<file path="src/rtl/mdio_mgmt_pkg.sv">
package mdio_mgmt_pkg;
  localparam int FRAME_BITS = 64;
  localparam int BIT_W      = 6;
  localparam logic [BIT_W-1:0] TA_BIT   = 6'd46;
  localparam logic [BIT_W-1:0] DATA_BIT = 6'd48;
  localparam logic [BIT_W-1:0] LAST_BIT = 6'd63;

  localparam int DATA_LSB  = 0;
  localparam int REG_LSB   = 16;
  localparam int PHY_LSB   = 21;
  localparam int OP_LSB    = 26;
  localparam int READY_BIT = 28;
  localparam int IE_BIT    = 29;

  typedef enum logic [1:0] {
    OP_NONE  = 2'b00,
    OP_WRITE = 2'b01,
    OP_READ  = 2'b10,
    OP_BAD   = 2'b11
  } mdio_op_e;
endpackage

</file>
<file path="src/rtl/mdio_mdc_gen.sv">
module mdio_mdc_gen #(
  parameter int HALF_DIV = 40
) (
  input  logic clk,
  input  logic rst_n,
  input  logic run,
  output logic mdc,
  output logic rise_evt,
  output logic fall_evt
);
  localparam int CW = (HALF_DIV > 1) ? $clog2(HALF_DIV) : 1;
  localparam logic [CW-1:0] CNT_LAST = CW'(HALF_DIV - 1);

  logic [CW-1:0] cnt_q, cnt_n;
  logic          mdc_q, mdc_n;
  logic          tick;

  assign tick     = run && (cnt_q == CNT_LAST);
  assign rise_evt = tick && !mdc_q;
  assign fall_evt = tick &&  mdc_q;
  assign mdc      = mdc_q;

  always_comb begin
    cnt_n = cnt_q;
    mdc_n = mdc_q;
    if (!run) begin
      cnt_n = '0;
      mdc_n = 1'b0;
    end else if (tick) begin
      cnt_n = '0;
      mdc_n = !mdc_q;
    end else begin
      cnt_n = cnt_q + CW'(1);
    end
  end

  always_ff @(posedge clk or negedge rst_n) begin
    if (!rst_n) begin
      cnt_q <= '0;
      mdc_q <= 1'b0;
    end else begin
      cnt_q <= cnt_n;
      mdc_q <= mdc_n;
    end
  end
endmodule

</file>
<file path="src/rtl/mdio_frame_seq.sv">
module mdio_frame_seq
  import mdio_mgmt_pkg::*;
(
  input  logic                  clk,
  input  logic                  rst_n,
  input  logic                  start,
  input  logic                  start_rd,
  input  logic [FRAME_BITS-1:0] frame,
  input  logic                  rise_evt,
  input  logic                  fall_evt,
  input  logic                  mdio_i,
  output logic                  mdio_o,
  output logic                  mdio_oe,
  output logic                  busy,
  output logic                  done,
  output logic                  is_rd,
  output logic [BIT_W-1:0]      bit_idx,
  output logic [15:0]           rd_word
);
  logic [FRAME_BITS-1:0] shift_q, shift_n;
  logic [BIT_W-1:0]      cnt_q, cnt_n;
  logic                  busy_q, busy_n;
  logic                  rd_q, rd_n;
  logic                  done_q, done_n;
  logic [15:0]           word_q, word_n;

  always_comb begin
    shift_n = shift_q;
    cnt_n   = cnt_q;
    busy_n  = busy_q;
    rd_n    = rd_q;
    word_n  = word_q;
    done_n  = 1'b0;
    if (start) begin
      shift_n = frame;
      cnt_n   = '0;
      busy_n  = 1'b1;
      rd_n    = start_rd;
    end else if (busy_q) begin
      if (rise_evt && rd_q && (cnt_q >= DATA_BIT))
        word_n = {word_q[14:0], mdio_i};
      if (fall_evt) begin
        if (cnt_q == LAST_BIT) begin
          busy_n = 1'b0;
          done_n = 1'b1;
        end else begin
          cnt_n   = cnt_q + 6'd1;
          shift_n = {shift_q[FRAME_BITS-2:0], 1'b0};
        end
      end
    end
  end

  always_ff @(posedge clk or negedge rst_n) begin
    if (!rst_n) begin
      shift_q <= '0;
      cnt_q   <= '0;
      busy_q  <= 1'b0;
      rd_q    <= 1'b0;
      done_q  <= 1'b0;
      word_q  <= '0;
    end else begin
      shift_q <= shift_n;
      cnt_q   <= cnt_n;
      busy_q  <= busy_n;
      rd_q    <= rd_n;
      done_q  <= done_n;
      word_q  <= word_n;
    end
  end

  assign mdio_o  = shift_q[FRAME_BITS-1];
  assign mdio_oe = busy_q && (!rd_q || (cnt_q < TA_BIT));
  assign busy    = busy_q;
  assign done    = done_q;
  assign is_rd   = rd_q;
  assign bit_idx = cnt_q;
  assign rd_word = word_q;
endmodule

</file>
<file path="src/rtl/mdio_ctl_reg.sv">
module mdio_ctl_reg
  import mdio_mgmt_pkg::*;
(
  input  logic                  clk,
  input  logic                  rst_n,
  input  logic                  wr_en,
  input  logic [31:0]           wr_data,
  input  logic                  done,
  input  logic [15:0]           rd_word,
  output logic                  start,
  output logic                  start_rd,
  output logic [FRAME_BITS-1:0] frame,
  output logic [31:0]           rd_data,
  output logic                  irq
);
  logic        ie_q, ie_n;
  logic        rdy_q, rdy_n;
  logic [1:0]  op_q, op_n;
  logic [4:0]  phy_q, phy_n;
  logic [4:0]  reg_q, reg_n;
  logic [15:0] dat_q, dat_n;
  logic        irq_q, irq_n;
  logic        accept, op_ok;
  logic [1:0]  wr_op;

  assign wr_op    = wr_data[OP_LSB +: 2];
  assign op_ok    = (wr_op == OP_WRITE) || (wr_op == OP_READ);
  assign accept   = wr_en && rdy_q;
  assign start    = accept && op_ok;
  assign start_rd = (wr_op == OP_READ);
  assign frame    = {32'hFFFF_FFFF, 2'b01, wr_op, wr_data[PHY_LSB +: 5],
                     wr_data[REG_LSB +: 5], 2'b10, wr_data[DATA_LSB +: 16]};

  always_comb begin
    ie_n  = ie_q;
    rdy_n = rdy_q;
    op_n  = op_q;
    phy_n = phy_q;
    reg_n = reg_q;
    dat_n = dat_q;
    irq_n = 1'b0;
    if (accept) begin
      ie_n  = wr_data[IE_BIT];
      op_n  = wr_op;
      phy_n = wr_data[PHY_LSB +: 5];
      reg_n = wr_data[REG_LSB +: 5];
      dat_n = wr_data[DATA_LSB +: 16];
      rdy_n = !op_ok;
    end else if (done) begin
      rdy_n = 1'b1;
      irq_n = ie_q;
      if (op_q == OP_READ) dat_n = rd_word;
    end
  end

  always_ff @(posedge clk or negedge rst_n) begin
    if (!rst_n) begin
      ie_q  <= 1'b0;
      rdy_q <= 1'b1;
      op_q  <= 2'b00;
      phy_q <= '0;
      reg_q <= '0;
      dat_q <= '0;
      irq_q <= 1'b0;
    end else begin
      ie_q  <= ie_n;
      rdy_q <= rdy_n;
      op_q  <= op_n;
      phy_q <= phy_n;
      reg_q <= reg_n;
      dat_q <= dat_n;
      irq_q <= irq_n;
    end
  end

  assign rd_data = {2'b00, ie_q, rdy_q, op_q, phy_q, reg_q, dat_q};
  assign irq     = irq_q;
endmodule

</file>
<file path="src/rtl/mdio_mgmt_reg.sv">
module mdio_mgmt_reg
  import mdio_mgmt_pkg::*;
#(
  parameter int HALF_DIV = 40
) (
  input  logic        clk,
  input  logic        rst_n,
  input  logic        wr_en,
  input  logic [31:0] wr_data,
  output logic [31:0] rd_data,
  output logic        irq,
  output logic        mdc,
  output logic        mdio_o,
  output logic        mdio_oe,
  input  logic        mdio_i
);
  logic [1:0]            rst_sync_q;
  logic                  rst_int_n;
  logic                  seq_start, seq_start_rd, seq_busy, seq_done, seq_rd;
  logic [FRAME_BITS-1:0] seq_frame;
  logic [BIT_W-1:0]      seq_bit;
  logic [15:0]           seq_word;
  logic                  mdc_rise, mdc_fall;

  always_ff @(posedge clk or negedge rst_n) begin
    if (!rst_n) rst_sync_q <= 2'b00;
    else        rst_sync_q <= {rst_sync_q[0], 1'b1};
  end
  assign rst_int_n = rst_sync_q[1];

  mdio_ctl_reg u_ctl (
    .clk      (clk),
    .rst_n    (rst_int_n),
    .wr_en    (wr_en),
    .wr_data  (wr_data),
    .done     (seq_done),
    .rd_word  (seq_word),
    .start    (seq_start),
    .start_rd (seq_start_rd),
    .frame    (seq_frame),
    .rd_data  (rd_data),
    .irq      (irq)
  );

  mdio_mdc_gen #(.HALF_DIV(HALF_DIV)) u_clk (
    .clk      (clk),
    .rst_n    (rst_int_n),
    .run      (seq_busy),
    .mdc      (mdc),
    .rise_evt (mdc_rise),
    .fall_evt (mdc_fall)
  );

  mdio_frame_seq u_seq (
    .clk      (clk),
    .rst_n    (rst_int_n),
    .start    (seq_start),
    .start_rd (seq_start_rd),
    .frame    (seq_frame),
    .rise_evt (mdc_rise),
    .fall_evt (mdc_fall),
    .mdio_i   (mdio_i),
    .mdio_o   (mdio_o),
    .mdio_oe  (mdio_oe),
    .busy     (seq_busy),
    .done     (seq_done),
    .is_rd    (seq_rd),
    .bit_idx  (seq_bit),
    .rd_word  (seq_word)
  );
endmodule

</file>
<file path="config.mk">
export PLATFORM = sky130hd
export DESIGN_NAME = mdio_mgmt_reg
export DESIGN_NICKNAME = d
export VERILOG_FILES = /design/src/rtl/mdio_mgmt_pkg.sv /design/src/rtl/mdio_mdc_gen.sv /design/src/rtl/mdio_frame_seq.sv /design/src/rtl/mdio_ctl_reg.sv /design/src/rtl/mdio_mgmt_reg.sv
export SDC_FILE = /design/constraint.sdc
export NUM_CORES = 1
export LEC_CHECK = 0
export BUFFER_PORTS_ARGS = -buffer_cell sky130_fd_sc_hd__buf_4
export CAP_MARGIN = 40
export CORE_ASPECT_RATIO = 1.1
export CORE_MARGIN = 1.5
export CORE_UTILIZATION = 60
export DETAILED_ROUTE_END_ITERATION = 8
export GPL_TIMING_DRIVEN = 0
export PLACE_DENSITY = 0.77
export SLEW_MARGIN = 5
export SYNTH_ARGS = -nofsm -noshare
export SYNTH_HDL_FRONTEND = slang
export SYNTH_HIERARCHICAL = 1
export SYNTH_SLANG_ARGS = --single-unit
</file>
<file path="constraint.sdc">
create_clock -name clk -period 4.4 [get_ports clk]
set_input_delay 0.66 -clock clk [delete_from_list [all_inputs] [get_ports clk]]
set_output_delay 0.66 -clock clk [all_outputs]
set_load 0.02 [all_outputs]
</file>
==> qor.yml, run 1 <==
clock_tree:
  cts_tree: "yes"
  cts_sinks: 129
  root_buffer: "clkbuf_16"
  clkTransAtPathRegs_ns: 0.06
  cts_buffers: 17
  worstSkewPairLatency_ns: 0.42
  cts_setup_buffers: 0
  htreeDepth: 4
  clock_path_buffers: 2
timing:
  period_share_pct: 64.8
  fin_hold_ws_ns: 0.237
  worst_slack_ns: 1.55
  tightestPinTransition_ns: 0.617
  drv_slew: 0
  skew_ns: 0.00704
  period_needed_ns: 2.85
  timing.fmax_mhz: 351
  hold_violations: 0
  finalSetupViolCount: 0
  fin_setup_tns_ns: 0
  slew_headroom_pct: 58.5
  rsz0062_at_grt: "false"
route:
  vias: 6134
  drtAntennaViolNets: 0
  vias_per_cell: 6.00
  avgRoutedWirePerCell_um: 17.8
  drt_wl_total_mm: 18.2
  drtIter0Drc: 620
  first_pass_iters: 5
  drc_errors: 0
setup_path:
  required_ns: 4.67
  path_common_cell: "buf_2"
  r2r_start: "u_ctl/rdy_q"
  worstPathMaxFanout: 10
  cp-start-kind: "register"
  r2r-end: "u_seq/shift_q[58]"
  slowest_delay_ns: 0.57
  crit_arrival_ns: 3.13
  critPathKind: "register to register"
  crit_path_cell_trace: "nand2_4 > buf_6 > buf_2 > nor2_1 > buf_2 > buf_4 > clkbuf_1 > o211ai_1"
  slowest_stage: "dfstp_2"
  rrSetupSlack_ns: 1.55
  reg2reg_depth: 8
  end_kind: "register"
final_layout:
  layout.nets: 891
  final_cell_mix: "143 x buf_4, 127 x dfrtp_1, 74 x nand2_1, 67 x nand3_1"
  drive_above_1_share_pct: 32.8
  area_growth_pct: 19.8
  antenna_cells: 0
  layout_commonest_cell: "buf_4"
yosys:
  synthesis.area_um2: 7630
  yosysWarningCount: 6
  yosys_register_bits: 129
  syn_inst: 728
  synth.distinct_cells: 51
  yosysSeqAreaShare_pct: 42.3
  syn_avg_cell_area_um2: 10.5
floorplan:
  dieArea_um2: 13400
  start_util_pct: 60.9
  die_h_um: 121
  coreArea_um2: 12500
  die_x_um: 111
  row_count: 43
  io_pins: 72
placement:
  dpl.hpwl_mm: 12.2
  io_buffers: 66
  post-place-ws_ns: 1.43
  gp_congestion: 0.875
global_route:
  grt_pass1_vias: 6096
  grt_max_degree: 57
  grt_util_all_layers_pct: 28.0
  grt-ovfl-total: 0
  antenna_found_initial: 0
  grt_first_pass_wirelength_mm: 30.3
min_path:
  worstHoldPathType: "register to asynchronous set/reset pin"
power_and_ir_drop:
  p_leak_nw: 3.80
  power_density_nw_per_um2: 496
  peakVddDrop_v: 0.000341
run:
  cap_violations: 0
outcome:
  status: "finished, final reports clean"
[registers in the layout (all words and copies together), names as in the netlist, 5 cells and up]
register,count
u_ctl/phy_q,5
u_ctl/reg_q,5
u_clk/cnt_q,6
u_seq/bit_idx,6
u_seq/rd_word,16
u_ctl/dat_q,16
u_seq/shift_q,64
[worst max-delay path by stage]
stage,start,end,slack [ns],cells past startpoint
6_report,u_ctl/rdy_q,u_seq/shift_q[58],1.55,8
3_3_place_gp,rst_sync_q[1],u_seq/shift_q[31],-0.99,0
2_1_floorplan,rst_sync_q[1],u_clk/cnt_q[0],0.54,0
3_5_place_dp,wr_en,u_seq/shift_q[58],1.43,9
4_1_cts,u_ctl/rdy_q,u_seq/shift_q[58],1.59,8
5_1_grt,u_ctl/rdy_q,u_seq/shift_q[58],1.43,8
[stage by stage]
| stage | area [µm²] | power, mW | util [%] | cells |
|---|---|---|---|---|
| after global placement | 8460 | 3.01 | 67.5 | 987 |
| final | 9140 | 4.53 | 72.9 | 1022 |
| after detailed placement | 8520 | 3.08 | 67.9 | 989 |
| after CTS | 9140 | 4.55 | 72.9 | 1022 |
| after floorplan | 7770 | 2.68 | - | 764 |
| after global routing | 9140 | 4.76 | 72.9 | 1022 |
[layout make-up]
cell class | instances | area [µm²]
multi-input combinational | 489 | 3600
fill | 918 | 3390
sequential | 129 | 3230
buffer | 144 | 926
timing repair buffer | 69 | 561
clock buffer | 20 | 457
tap | 157 | 196
clock inverter | 12 | 159
inverter | 2 | 7.51
[critical path: cells and delay by family (launching register included)]
family	cells	cell delay, ns
compound gates	1	0.18
buf+inv	5	1.39
flops	1	0.57
simple gates	2	0.56
[cell usage after synthesis (all sizes together)]
cell / number / area, µm²
dfstp: 1 / 26.3
buf: 118 / 828
nor4: 1 / 6.26
a211o: 1 / 8.76
nand4b: 2 / 17.5
inv: 2 / 7.51
mux2: 63 / 845
o211ai: 62 / 465
nor2: 9 / 41.3
nand4: 1 / 6.26
nand3: 69 / 355
nor2b: 2 / 12.5
o41ai: 1 / 16.3
a2bb2oi: 62 / 543
a21o: 1 / 7.51
nor3: 1 / 5.00
and3: 3 / 18.8
xnor2: 1 / 8.76
nor4b: 2 / 23.8
o21ai: 6 / 41.3
o311ai: 1 / 8.76
and2: 6 / 37.5
clkbuf: 26 / 97.6
dfrtp: 128 / 3200
o2111ai: 62 / 543
o21a: 1 / 7.51
mux2i: 1 / 10.0
nand2: 75 / 289
conb: 3 / 11.3
a31oi: 1 / 6.26
a211oi: 2 / 15.0
xor2: 2 / 17.5
a21oi: 3 / 18.8
or3: 2 / 12.5
o2bb2ai: 1 / 8.76
a41oi: 1 / 8.76
nand2b: 1 / 6.26
ha: 3 / 37.5
o21bai: 1 / 7.51
[what timing repair did]
action	in CTS	in global routing
hold buffers	1	0
gates resized for setup	0	0
hold endpoints to repair	2	0
setup endpoints to repair	0	0
[cells by family (layout without fill, tap and decap cells)]
family | count (synthesis) | after routing | synth area share [%]
xor gates and xnor gates | 3 | 3 | 0.344
DFF | 129 | 129 | 42.3
buffers and inverters | 146 | 247 | 12.2
muxes | 64 | 64 | 11.2
and+or+nand+nor | 174 | 174 | 10.9
AOI/OAI and AO/OA | 206 | 206 | 22.4
other | 3 | 39 | 0.148
adders and majority gates | 3 | 3 | 0.492
[power by group]
| group | leakage [nW] | internal, mW | total (mW) | switching (mW) |
|---|---|---|---|---|
| clock network | 0.284 | 0.921 | 1.45 | 0.530 |
| registers | 1.62 | 1.62 | 1.97 | 0.350 |
| logic | 1.90 | 0.588 | 1.11 | 0.525 |
| total | 3.80 | 3.13 | 4.53 | 1.40 |
[layer usage]
layer,wire length (µm),part of all wire (%),global-route usage (%)
met4,223,1.2,9.70
met1,8120,45,37.1
met3,840,4.6,5.74
met2,9060,50,45.9
met5,0,0,0
Power figures use the tool's default switching activity.
==> run 2, diff against run 1 <==
==> constraint.sdc (replaced) <==
create_clock -name clk -period 3 [get_ports clk]
set_input_delay 0.45 -clock clk [delete_from_list [all_inputs] [get_ports clk]]
set_output_delay 0.45 -clock clk [all_outputs]
set_load 0.02 [all_outputs]
==> run 2 against run 1 <==
Effect of this change:
- flip-flop and latch count is the same
- utilization grew 0.18 points
- critical path type unchanged
- total power grew 52%
- worst hold slack gained 0.023 ns
==> qor.yml, run 2 (same netlist as run 1, synthesis figures left out) <==
timing:
  tightestPinTransition_ns: 0.871  # +0.253 ns
  finalSetupViolCount: 0  # unchanged
  period_share_pct: 96.7  # +32 points
  skew_ns: 0.0137  # +0.00664 ns
  fin_setup_tns_ns: 0  # unchanged
  drv_slew: 0  # unchanged
  slew_headroom_pct: 41.9  # -17 points
  period_needed_ns: 2.90  # +0.0500 ns
  hold_violations: 0  # unchanged
  timing.fmax_mhz: 345  # -1.7%
  fin_hold_ws_ns: 0.259  # +0.0226 ns
  rsz0062_at_grt: "false"
power_and_ir_drop:
  pwr-share-seq_pct: 42.3  # -1.1 points
  peakVddDrop_v: 0.000568  # +66%
  netSwitchingPower_mw: 2.09  # +49%
  clockPowerShare_pct: 33.9  # +1.9 points
  p_leak_nw: 3.83  # +0.79%
  total_power_mw: 6.89  # +52%
  p_int_mw: 4.80  # +53%
  power_density_nw_per_um2: 751  # +52%
  combinationalPowerShare_pct: 23.8  # -0.8 points
  swShare_pct: 30.4  # -0.66 points
route:
  vias: 6338  # +3.3%
  vias_per_cell: 6.21  # +3.4%
  drt_wl_total_mm: 19.0  # +4.0%
  drtAntennaViolNets: 0  # unchanged
  first_pass_iters: 5  # unchanged
  drc_errors: 0  # unchanged
  avgRoutedWirePerCell_um: 18.6  # +4.1%
  drtIter0Drc: 684  # +10%
placement:
  dpl.hpwl_mm: 12.4  # +2.2%
  dpl-instance-area_um2: 8490  # -0.32%
  gp_congestion: 0.873  # -0.19%
  io_buffers: 66  # unchanged
  placedCellCount: 988  # -0.10%
outcome:
  status: "finished, final reports clean"
setup_path:
  required_ns: 3.33  # -1.34 ns
  crit_arrival_ns: 3.23  # +0.10 ns
  r2r_start: "u_ctl/rdy_q"
  cp-start-kind: "register"
  end_kind: "register"
  critPathKind: "register to register"
  worstPathMaxFanout: 10  # unchanged
  crit_path_start: "u_ctl/rdy_q"
clock_tree:
  cts_sinks: 129  # unchanged
  cts_tree: "yes"
  htreeDepth: 4  # unchanged
  clkTransAtPathRegs_ns: 0.06  # about the same
  worstSkewPairLatency_ns: 0.42  # about the same
  root_buffer: "clkbuf_16"
  cts_buffers: 17  # unchanged
  clock_path_buffers: 2  # unchanged
floorplan:
  dieArea_um2: 13400  # unchanged
  row_count: 43  # unchanged
  io_pins: 72  # unchanged
  die_h_um: 121  # unchanged
  start_util_pct: 60.9  # unchanged
  coreArea_um2: 12500  # unchanged
  die_x_um: 111  # unchanged
run:
  cap_violations: 0  # unchanged
final_layout:
  regMostFlops: "u_seq/shift_q"
  stdcell_area_um2: 9170  # +0.25%
  layout.nets: 890  # -0.11%
  fillers: 912  # -0.65%
  largest_register_ffs: 64  # unchanged
  layout_commonest_cell: "buf_4"
  antenna_cells: 0  # unchanged
  final_cell_mix: "143 x buf_4, 127 x dfrtp_1, 74 x nand2_1, 67 x nand3_1"
  area_growth_pct: 20.1
  final_cells: 1021  # -0.098%
  drive_above_1_share_pct: 32.6  # -0.19 points
global_route:
  grt_max_degree: 66  # +16%
  grt_util_all_layers_pct: 28.7  # +0.71 points
  grt-ovfl-total: 0  # unchanged
  grt_first_pass_wirelength_mm: 30.9  # +2.0%
  antenna_found_initial: 0  # unchanged
  grt_pass1_vias: 6154  # +0.95%
min_path:
  hold_start: "mdio_i"
  worstHoldPathType: "primary input to register"
run 2: cell types whose count changed in the layout (fill, tap and decap cells not counted), sizes merged:
cell | previous run | this run
bufinv | 3 | 5
clkinvlp | 5 | 0
clkbuf | 46 | 49
buf | 186 | 185
run 2: repair_timing:
action	CTS	global route
hold endpoints to repair	2	0
gates resized for setup	0	0
hold buffers	1	0
buffers inserted	0	0
run 2: area by class of cell:
cell class	count	area (µm²)	share of cell area [%]
flip-flops and latches	129	3230	35.3
multi-input cells	489	3600	39.3
well taps	157	196	2.14
plain buffers	144	926	10.1
repair buffers	68	533	5.82
inverters	2	7.51	0.0819
clock buffers	23	488	5.32
clock inverters	9	178	1.94
run 2: per-layer routing:
metal	GRT usage [%]	vias up	wire [µm]
met5	0	-	0
met4	12.2	0	420
met3	5.39	28	1080
met2	47.3	268	9380
met1	37.2	3150	8090
li1	-	2892	-
run 2: power groups by stage:
stage	clock network, mW	logic [mW]	registers (mW)
after global placement	0	1.54	2.88
after global routing	2.43	1.77	2.99
final	2.33	1.64	2.91
after CTS	2.36	1.64	2.90
after floorplan	0	0.979	2.96
after detailed placement	0	1.63	2.91
run 2: worst max-delay path, stage by stage (launching register included):
cell and delay (ns):
dfstp_2 0.57, nand2_4 0.10, buf_6 0.17, buf_2 0.20, nor2_1 0.46, buf_2 0.34
buf_4 0.23, clkbuf_1 0.44, nand2_1 0.17, o211ai_1 0.13
run 2: metrics by stage:
| step | setup WS, ns | utilization, % |
|---|---|---|
| finish | 0.0982 | 73.1 |
| global route | 0.0180 | 73.1 |
| floorplan | 0.853 | - |
| CTS | 0.180 | 73.1 |
| detailed placement | 0.213 | 67.7 |
| global placement | 0.0401 | 67.5 |
run 2: final timing paths:
kind,cells after the start,to,slack (ns)
worst max-delay path,9,u_seq/shift_q[26],0.1
worst min-delay path,2,u_seq/rd_word[0],0.26
worst max register to register,9,u_seq/shift_q[26],0.1
worst min register to register,0,rst_sync_q[1],0.36
max in group asynchronous,1,u_ctl/phy_q[4],1.74
min in group asynchronous,2,rst_sync_q[1],0.35
